File: config.mk
export PLATFORM = sky130hd
export DESIGN_NAME = twb_timeout_mon
export DESIGN_NICKNAME = d
export VERILOG_FILES = /design/src/rtl/twb_mon_pkg.sv /design/src/rtl/twb_line_sync.sv /design/src/rtl/twb_low_timer.sv /design/src/rtl/twb_budget.sv /design/src/rtl/twb_seg_track.sv /design/src/rtl/twb_timeout_mon.sv
export SDC_FILE = /design/constraint.sdc
export NUM_CORES = 1
export LEC_CHECK = 0
export BUFFER_PORTS_ARGS = -buffer_cell sky130_fd_sc_hd__buf_4
export CORE_ASPECT_RATIO = 1.4
export CORE_MARGIN = 2
export CORE_UTILIZATION = 38
export DETAILED_ROUTE_END_ITERATION = 10
export HOLD_SLACK_MARGIN = 0.03
export PLACE_DENSITY = 0.62
export SYNTH_ARGS = -nofsm -noshare
export SYNTH_HDL_FRONTEND = slang
export SYNTH_SLANG_ARGS = --single-unit
File: constraint.sdc
create_clock -name clk_i -period 2.9 [get_ports clk_i]
set_clock_uncertainty 0.05 [all_clocks]
set_input_delay 0.58 -clock clk_i [delete_from_list [all_inputs] [get_ports clk_i]]
set_output_delay 0.58 -clock clk_i [all_outputs]
set_load 0.02 [all_outputs]
File: src/rtl/twb_mon_pkg.sv
package twb_mon_pkg;

   localparam int N_CAUSE      = 3;
   localparam int HIT_LOW      = 0;
   localparam int HIT_TGT      = 1;
   localparam int HIT_CTL      = 2;
   localparam int BITS_PER_SEG = 9;

   function automatic int unsigned ms_cycles(input int unsigned clk_hz, input int unsigned ms);
      return (clk_hz / 1000) * ms;
   endfunction

   function automatic int unsigned us_cycles(input int unsigned clk_hz, input int unsigned us);
      return ((clk_hz / 1000) * us) / 1000;
   endfunction

endpackage

File: src/rtl/twb_line_sync.sv
module twb_line_sync #(
   parameter int STAGES = 2
) (
   input  logic clk_i,
   input  logic rst_i,
   input  logic scl_i,
   input  logic sda_i,
   output logic scl_o,
   output logic rise_o,
   output logic start_o,
   output logic stop_o
);

   localparam int N_LINE = 2;

   logic [N_LINE-1:0] pin_w;
   logic [N_LINE-1:0] cur_w;
   logic [N_LINE-1:0] prv_q;
   logic              clk_high;

   assign pin_w = {sda_i, scl_i};

   for (genvar g = 0; g < N_LINE; g++) begin : g_line
      logic [STAGES-1:0] chain_q;
      always_ff @(posedge clk_i) begin
         if (rst_i) chain_q <= '1;
         else       chain_q <= {chain_q[STAGES-2:0], pin_w[g]};
      end
      assign cur_w[g] = chain_q[STAGES-1];
   end

   always_ff @(posedge clk_i) begin
      if (rst_i) prv_q <= '1;
      else       prv_q <= cur_w;
   end

   assign clk_high = cur_w[0] & prv_q[0];
   assign scl_o    = cur_w[0];
   assign rise_o   = cur_w[0] & ~prv_q[0];
   assign start_o  = clk_high & prv_q[1] & ~cur_w[1];
   assign stop_o   = clk_high & ~prv_q[1] & cur_w[1];

endmodule

File: src/rtl/twb_low_timer.sv
module twb_low_timer #(
   parameter int unsigned LIMIT = 100,
   parameter int unsigned NOM   = 10
) (
   input  logic clk_i,
   input  logic rst_i,
   input  logic scl_i,
   output logic low_hit_o,
   output logic ext_o
);

   localparam int W = $clog2(LIMIT + 2);
   localparam logic [W-1:0] LIM_V = W'(LIMIT);
   localparam logic [W-1:0] SAT_V = W'(LIMIT + 1);
   localparam logic [W-1:0] NOM_V = W'(NOM);

   logic [W-1:0] run_q;

   always_ff @(posedge clk_i) begin
      if (rst_i || scl_i)     run_q <= '0;
      else if (run_q != SAT_V) run_q <= run_q + 1'b1;
   end

   assign low_hit_o = ~scl_i & (run_q == LIM_V);
   assign ext_o     = ~scl_i & (run_q >= NOM_V);

endmodule

File: src/rtl/twb_budget.sv
module twb_budget #(
   parameter int unsigned LIMIT = 100
) (
   input  logic clk_i,
   input  logic rst_i,
   input  logic clr_i,
   input  logic inc_i,
   output logic hit_o
);

   localparam int W = $clog2(LIMIT + 1);
   localparam logic [W-1:0] LIM_V = W'(LIMIT);

   logic [W-1:0] acc_q;

   always_ff @(posedge clk_i) begin
      if (rst_i || clr_i)             acc_q <= '0;
      else if (inc_i && acc_q != LIM_V) acc_q <= acc_q + 1'b1;
   end

   assign hit_o = inc_i & (acc_q == LIM_V);

endmodule

File: src/rtl/twb_seg_track.sv
module twb_seg_track #(
   parameter int BITS = 9
) (
   input  logic clk_i,
   input  logic rst_i,
   input  logic active_i,
   input  logic rise_i,
   input  logic restart_i,
   output logic ack_o
);

   localparam int W = $clog2(BITS);
   localparam logic [W-1:0] LAST_V = W'(BITS - 1);

   logic [W-1:0] cnt_q;

   assign ack_o = active_i & rise_i & (cnt_q == LAST_V);

   always_ff @(posedge clk_i) begin
      if (rst_i || restart_i)      cnt_q <= '0;
      else if (active_i && rise_i) cnt_q <= ack_o ? '0 : cnt_q + 1'b1;
   end

endmodule

File: src/rtl/twb_timeout_mon.sv
module twb_timeout_mon
   import twb_mon_pkg::*;
#(
   parameter int unsigned CLK_HZ     = 100_000_000,
   parameter int unsigned TLOW_MS    = 30,
   parameter int unsigned TGT_MS     = 25,
   parameter int unsigned CTL_MS     = 10,
   parameter int unsigned NOM_LOW_US = 5,
   parameter int          SYNC_STAGES = 2
) (
   input  logic               clk_i,
   input  logic               rst_i,
   input  logic               scl_i,
   input  logic               sda_i,
   input  logic               ctrl_role_i,
   input  logic               sticky_clr_i,
   output logic [N_CAUSE-1:0] hit_o,
   output logic               rel_req_o,
   output logic [N_CAUSE-1:0] sticky_o,
   output logic               msg_active_o
);

   localparam int unsigned TLOW_CYC = ms_cycles(CLK_HZ, TLOW_MS);
   localparam int unsigned TGT_CYC  = ms_cycles(CLK_HZ, TGT_MS);
   localparam int unsigned CTL_CYC  = ms_cycles(CLK_HZ, CTL_MS);
   localparam int unsigned NOM_CYC  = us_cycles(CLK_HZ, NOM_LOW_US);

   if (CLK_HZ < 1000) begin : g_bad_clk
      $error("CLK_HZ must give at least one cycle per millisecond");
   end
   if (TLOW_MS < 25 || TLOW_MS > 35) begin : g_bad_tlow
      $error("TLOW_MS must lie in the 25..35 window");
   end
   if (TGT_MS == 0 || CTL_MS == 0) begin : g_bad_budget
      $error("budgets must be non-zero");
   end
   if (NOM_CYC >= TLOW_CYC) begin : g_bad_nom
      $error("nominal low time must be shorter than the low limit");
   end
   if (SYNC_STAGES < 2) begin : g_bad_sync
      $error("SYNC_STAGES must be at least 2");
   end

   logic scl_s, rise, start_ev, stop_ev;
   logic low_hit, ext_tick, ack_ev;
   logic tgt_hit, ctl_hit, abort;
   logic tgt_clr, ctl_clr, tgt_inc, ctl_inc;
   logic msg_q;
   logic [N_CAUSE-1:0] hit_d;
   logic [N_CAUSE-1:0] hit_q, sticky_q;
   logic               rel_q;

   twb_line_sync #(.STAGES(SYNC_STAGES)) u_sync (
      .clk_i   (clk_i),
      .rst_i   (rst_i),
      .scl_i   (scl_i),
      .sda_i   (sda_i),
      .scl_o   (scl_s),
      .rise_o  (rise),
      .start_o (start_ev),
      .stop_o  (stop_ev)
   );

   twb_low_timer #(.LIMIT(TLOW_CYC), .NOM(NOM_CYC)) u_low (
      .clk_i     (clk_i),
      .rst_i     (rst_i),
      .scl_i     (scl_s),
      .low_hit_o (low_hit),
      .ext_o     (ext_tick)
   );

   twb_seg_track #(.BITS(BITS_PER_SEG)) u_seg (
      .clk_i     (clk_i),
      .rst_i     (rst_i),
      .active_i  (msg_q),
      .rise_i    (rise),
      .restart_i (start_ev | stop_ev | abort),
      .ack_o     (ack_ev)
   );

   assign tgt_inc = ext_tick & msg_q & ~ctrl_role_i;
   assign ctl_inc = ext_tick & msg_q & ctrl_role_i;
   assign tgt_clr = stop_ev | abort | (start_ev & ~msg_q);
   assign ctl_clr = start_ev | stop_ev | ack_ev | abort;

   twb_budget #(.LIMIT(TGT_CYC)) u_tgt (
      .clk_i (clk_i),
      .rst_i (rst_i),
      .clr_i (tgt_clr),
      .inc_i (tgt_inc),
      .hit_o (tgt_hit)
   );

   twb_budget #(.LIMIT(CTL_CYC)) u_ctl (
      .clk_i (clk_i),
      .rst_i (rst_i),
      .clr_i (ctl_clr),
      .inc_i (ctl_inc),
      .hit_o (ctl_hit)
   );

   always_comb begin
      hit_d          = '0;
      hit_d[HIT_LOW] = low_hit;
      hit_d[HIT_TGT] = tgt_hit;
      hit_d[HIT_CTL] = ctl_hit;
   end

   assign abort = |hit_d;

   always_ff @(posedge clk_i) begin
      if (rst_i) begin
         msg_q    <= 1'b0;
         hit_q    <= '0;
         rel_q    <= 1'b0;
         sticky_q <= '0;
      end else begin
         if (abort || stop_ev) msg_q <= 1'b0;
         else if (start_ev)    msg_q <= 1'b1;
         hit_q    <= hit_d;
         rel_q    <= abort;
         sticky_q <= (sticky_clr_i ? '0 : sticky_q) | hit_d;
      end
   end

   assign hit_o        = hit_q;
   assign rel_req_o    = rel_q;
   assign sticky_o     = sticky_q;
   assign msg_active_o = msg_q;

endmodule

* Word level (Yosys, flattened, before mapping)
Cells that the tools add are included.
W data, S select, Z words.
** Cells by class
- Div/mod/pow operators :: 0
- Shifts and indexed selects :: 0
- Add/sub/neg operators :: 4
- $mul :: 0
- Reductions and logical operators :: 10
- Equal/unequal tests :: 7
- Order comparisons :: 1
- Bitwise operators :: 29
- Multiplexer cells :: 2
** Operator list (count)
- $add A22 B1 Y22 const B :: 2
- $eq A22 B22 Y1 const B :: 2
- $ne A22 B22 Y1 const B :: 2
- $ge A22 B9 Y1 const B :: 1
- $add A20 B1 Y20 const B :: 1
- $eq A20 B20 Y1 const B :: 1
- $ne A20 B20 Y1 const B :: 1
- $and A1 B1 Y1 :: 16
- $not A1 Y1 :: 6
- $or A1 B1 Y1 :: 6
- $logic_or A1 B1 Y1 :: 5
- $add A4 B1 Y4 const B :: 1
- $eq A4 B4 Y1 const B :: 1
- $mux W4 :: 1
- $logic_and A1 B1 Y1 :: 3
- $mux W3 :: 1
- $or A3 B3 Y3 :: 1
- $reduce_or A3 Y1 :: 1
- $reduce_or A2 Y1 :: 1
** Word-level totals
- Output and inout port bits :: 8
- Input bits :: 6
- Bits in latches :: 0
- Word-level logic and storage cells :: 64
- Memory bits (writable) :: 0
- Memory bits (read-only) :: 0
- Memories :: 0
- Register bits after elaboration :: 82

* Depth between registers and ports, before layout
- Depth in word-level cells :: 9
- Depth in mapped cells :: 9
- Gate-level depth less buffers :: 7

* Hierarchy
Synthesis repeated with hierarchy kept, for this count alone.
** Unflattened totals
- Cells, all modules :: 473
- Area total of the unflattened synthesis :: 4139.0 µm²
** Modules (own cells, without submodules)
- twb_low_timer :: cells an instance 140, area each 1201.2 µm², times used 1, seq. area each 440.4 µm²
- twb_budget (u_tgt) :: cells an instance 130, area each 1151.1 µm², times used 1, seq. area each 440.4 µm²
- twb_budget (u_ctl) :: cells an instance 128, area each 1098.6 µm², times used 1, seq. area each 400.4 µm²
- twb_timeout_mon :: cells an instance 33, area each 281.5 µm², times used 1, seq. area each 160.2 µm²
- twb_seg_track :: cells an instance 27, area each 222.7 µm², times used 1, seq. area each 80.1 µm²
- twb_line_sync :: cells an instance 15, area each 183.9 µm², times used 1, seq. area each 120.1 µm²

* Least setup slack after synthesis
Ideal clock, no wire load.
- Kind :: input to register
- From :: input ctrl_role_i
- To :: register u_tgt.acc_q[20]
- Arrival time :: 2032 ps
- Data required time :: 2764 ps
- Cell stages on the path :: 7
- Setup slack :: 732 ps
- Library setup time :: 86 ps
- Buffers on the path :: 2
- Path through :: clkbuf_1 inv_1 and3_1 clkbuf_1 o211ai_2 or4_1 a211oi_1
** Between the ends
- Longest elaborated chain between the ends :: 7
- Elaborated cells between the ends (all ways) :: 10
- Those cells by class :: 7 x bitwise; 3 x reduce/logical
** RTL lines
- from (decl) :: RTL line twb_timeout_mon.sv:15 : input logic ctrl_role_i,
- $not A1 Y1 :: RTL line twb_timeout_mon.sv:81 : assign tgt_inc = ext_tick & msg_q & ~ctrl_role_i;
- $and A1 B1 Y1 :: RTL line twb_timeout_mon.sv:81
- $and A1 B1 Y1 :: RTL line twb_budget.sv:21 : assign hit_o = inc_i & (acc_q == LIM_V);
- $reduce_or A3 Y1 :: RTL line twb_timeout_mon.sv:109 : assign abort = |hit_d;
- $or A1 B1 Y1 (2 in a row) :: RTL line twb_timeout_mon.sv:83 : assign tgt_clr = stop_ev | abort | (start_ev & ~msg_q);
- $logic_or A1 B1 Y1 :: RTL line twb_budget.sv:17 : if (rst_i || clr_i) acc_q <= '0;
- to (signal assigned) :: RTL line twb_budget.sv:18 : else if (inc_i && acc_q != LIM_V) acc_q <= acc_q + 1'b1;
- to (decl) :: RTL line twb_budget.sv:14 : logic [W-1:0] acc_q;
Parallel ways exist; a longest one is shown, timed or not.
A chain may end at the register's enable or synchronous reset.

* Final worst setup path
- From :: register u_ctl.acc_q[11]
- To :: register u_tgt.acc_q[10]
** Between the ends
- Longest elaborated chain between the ends :: 6
** RTL lines (RTL line)
- from (decl) :: twb_budget.sv:14
- from (signal assigned) :: twb_budget.sv:18
- $eq A20 B20 Y1 :: twb_budget.sv:21
- $and A1 B1 Y1 :: twb_budget.sv:21
- $reduce_or A3 Y1 :: twb_timeout_mon.sv:109
- $or A1 B1 Y1 (2 in a row) :: twb_timeout_mon.sv:83
- $logic_or A1 B1 Y1 :: twb_budget.sv:17
No other way between the ends.

==> flow_summary.toml <==
[run]
max_cap_viol_count = 0

[layout]
fin_nets = 505
final_util_pct = 44.1
seqCellArea_mm2 = 0.00164
diodes = 0
area_growth_pct = 13.8
drive_above_1_share_pct = 12.6
multi_input_area_mm2 = 0.00237
nFillCells = 1060

[sta]
hold_viol_final = 0
setup-tns-final_ps = 0
final-max-slew-violation-count = 0
finalSetupViolations = 0
grt_setup_unrepaired = "false"
post-route-min-period_ps = 2330
slew_headroom_pct = 54.3
max_freq_ghz = 0.429
post-route-period-util_pct = 80.5
worst_pin_slew_ps = 680

[drt]
vias_per_cell = 5.67
drt_iter0_markers = 235
wl_um = 9390
route.vias.total = 3598
antenna_left = 0
first_pass_iters = 4
drt-wirelength-per-cell_um = 14.8
drc = 0

[worst_setup_path]
cpMostUsedCell = "nor3_1"
cpPeakStageDelay_ps = 730
worstSetupEndpointType = "flop"
worstPathCellList = "or4b_2 > nor3_1 > nand3_1 > a21oi_4 > buf_4 > nor3_1"
startpoint = "u_ctl.acc_q[11]"
critPathKind = "flop to flop"
worstPathArrival_ps = 2510
worstPathMaxFanout = 22
slowest_stage = "or4b_2"
critPathLaunchType = "flop"
cp_top_family = "simple AND/OR/NAND/NOR gates"
crit_required_ps = 3080
r2r-start = "u_ctl.acc_q[11]"
worst-path-buf-inv = 1

[power_and_ir_drop]
p_per_area_mw_per_mm2 = 507
swShare_pct = 20.8
p_comb_share_pct = 2.2
p_clk_share_pct = 50.5
peakVddDrop_uv = 295
p_leak_nw = 1.49
p_seq_share_pct = 47.3
switchingPower_mw = 0.500
intPower_mw = 1.90

[min_path]
hold_path.startpoint = "u_sync.g_line[1].chain_q[0]"
hp-class = "flop to flop"

[clock_tree]
cts_buffer_depth = 2
cts_tree = "built"
root_buffer = "clkbuf_16"
h-tree-depth = 3
cts_sinks = 82
postCtsHoldBufs = 0
path_clk_slew_ps = 60
cts_buffers = 9
post_cts_buffers = 0
post_cts_resized = 0
clock_latency_ps = 350

[placed_design]
portBuffers = 13
gp_congestion = 0.855
dp_hpwl_um = 6600

[global_routing]
grt_pass1_wl_um = 16000
first_global_vias = 3499
antenna_found_initial = 0
grt_max_degree = 24
gr-total-overflow = 0
track_usage_pct = 16.7

[run_status]
run_status = "finished clean"

[floorplanning]
die_area_mm2 = 0.0118
start_util_pct = 38.7
io_pins = 14
rows = 45
die_w_um = 92.5
core_mm2 = 0.0108
die_h_um = 128

[synth]
ys_warn_count = 0
synth_area_leaders = "dfxtp_1 39%, a211oi_1 4.9%, xor2_1 4.8%"
synth_top_area_share_pct = 39.4
syn_inst = 478
synth_edf_count = 0
synthArstFlopShare_pct = 0
syn_area_mm2 = 0.00417
avgSynthCellArea_um2 = 8.71
synthesis.nets = 493
synth-seq-area-share_pct = 39.4
synth_flop_cell = "dfxtp_1"
yosysUniqueCellTypes = 54
synth_top_area_cell = "dfxtp_1"
synth-seq-cells = 82
## synthesized netlist by cell type, types with 2 or more instances
| master | number |
|---|---|
| a21oi_1 | 7 |
| xnor2_1 | 13 |
| nor3_1 | 24 |
| nand4_1 | 17 |
| or3b_2 | 2 |
| inv_1 | 14 |
| or2_2 | 9 |
| ha_1 | 9 |
| o21ai_2 | 2 |
| nor4_1 | 10 |
| nor4b_1 | 3 |
| buf_1 | 3 |
| and4_1 | 4 |
| clkbuf_1 | 13 |
| nand3_1 | 26 |
| buf_2 | 4 |
| and3b_1 | 2 |
| o31ai_1 | 11 |
| o21ai_0 | 20 |
| o2111ai_1 | 6 |
| or3_1 | 14 |
| mux2i_1 | 2 |
| nand4b_1 | 2 |
| nor2b_1 | 2 |
| nand2b_1 | 6 |
| a211oi_1 | 27 |
| and3_1 | 11 |
| nor2_1 | 37 |
| nand2_1 | 24 |
| and2_1 | 4 |
| a211oi_2 | 3 |
| or4_1 | 16 |
| xor2_1 | 23 |
| buf_6 | 2 |
| dfxtp_1 | 82 |
| o211ai_1 | 6 |
## path summary, 6_finish.rpt
path                                                     to  slack, ps  cells after the start
worst max-delay path                        u_tgt.acc_q[10]        570                      6
worst min-delay path            u_sync.g_line[1].chain_q[1]        370                      1
worst max register to register              u_tgt.acc_q[10]        570                      6
worst min register to register  u_sync.g_line[1].chain_q[1]        370                      1
## power groups by stage
stage / registers (mW) / logic [mW] / clock network [mW]
floorplan: 1.16 / 0.0328 / 0
global placement: 1.16 / 0.0511 / 0
detailed placement: 1.16 / 0.0520 / 0
CTS: 1.14 / 0.0521 / 1.24
global route: 1.14 / 0.0571 / 1.28
finish: 1.14 / 0.0522 / 1.21
## layer usage
layer,wire length (um),global-route usage [%],vias to the layer above
met4,252,7.46,0
met2,4880,29.5,47
met3,232,4.06,22
li1,-,-,1804
met1,4020,18.9,1725
met5,0,0,-
## layout make-up
type	instances	area share (%)
sequential	82	34.6
tap	141	3.72
clock inverter	6	1.90
clock buffer	9	4.75
timing repair buffer	24	3.80
multi-input combinational	359	50.1
inverter	14	1.11
## state kept, by name (all words and copies together), names as in the netlist
name / count
u_seg.cnt_q: 4
sticky_o: 3
u_sync.prv_q: 2
u_ctl.acc_q: 20
u_tgt.acc_q: 22
u_low.run_q: 22
rel_req_o: 1
msg_active_o: 1
hit_o: 3
u_sync.g_line.chain_q: 4
## worst register-to-register path: stages, from the launching register on
cell and delay [ps]:
dfxtp_1 360, or4b_2 730, nor3_1 190, nand3_1 140, a21oi_4 300, buf_4 340
nor3_1 110
## cells in the final DEF (no fill, tap or decap), types with 9 or more instances in the layout
cell type  count
a211oi_1      27
xnor2_1       13
o31ai_1       11
nand2_1       24
dfxtp_1       82
or4_1         16
nor2_1        37
o21ai_0       20
ha_1           9
xor2_1        23
and3_1        11
clkbuf_16      9
nand3_1       26
nor4_1        10
nand4_1       17
inv_1         14
or2_2          9
or3_1         14
buf_4         24
nor3_1        24
## per-stage QoR
stage,total power [mW],setup slack [ps],hold WS [ps],cells,area [um2]
after floorplan,1.19,732,339,478,4170
after global placement,1.21,611,341,620,4420
after detailed placement,1.21,583,352,620,4420
after CTS,2.43,555,363,635,4740
after global routing,2.48,400,373,635,4740
final,2.40,566,366,635,4740
## logic make-up after synthesis
family / synth area share [%]
flops: 39.4
buf+inv: 3.91
xor+xnor: 7.57
mux: 0.481
compound gates: 16.3
fa+ha+maj: 2.70
simple gates: 29.7
No activity file was read; power rests on OpenSTA's default activity.
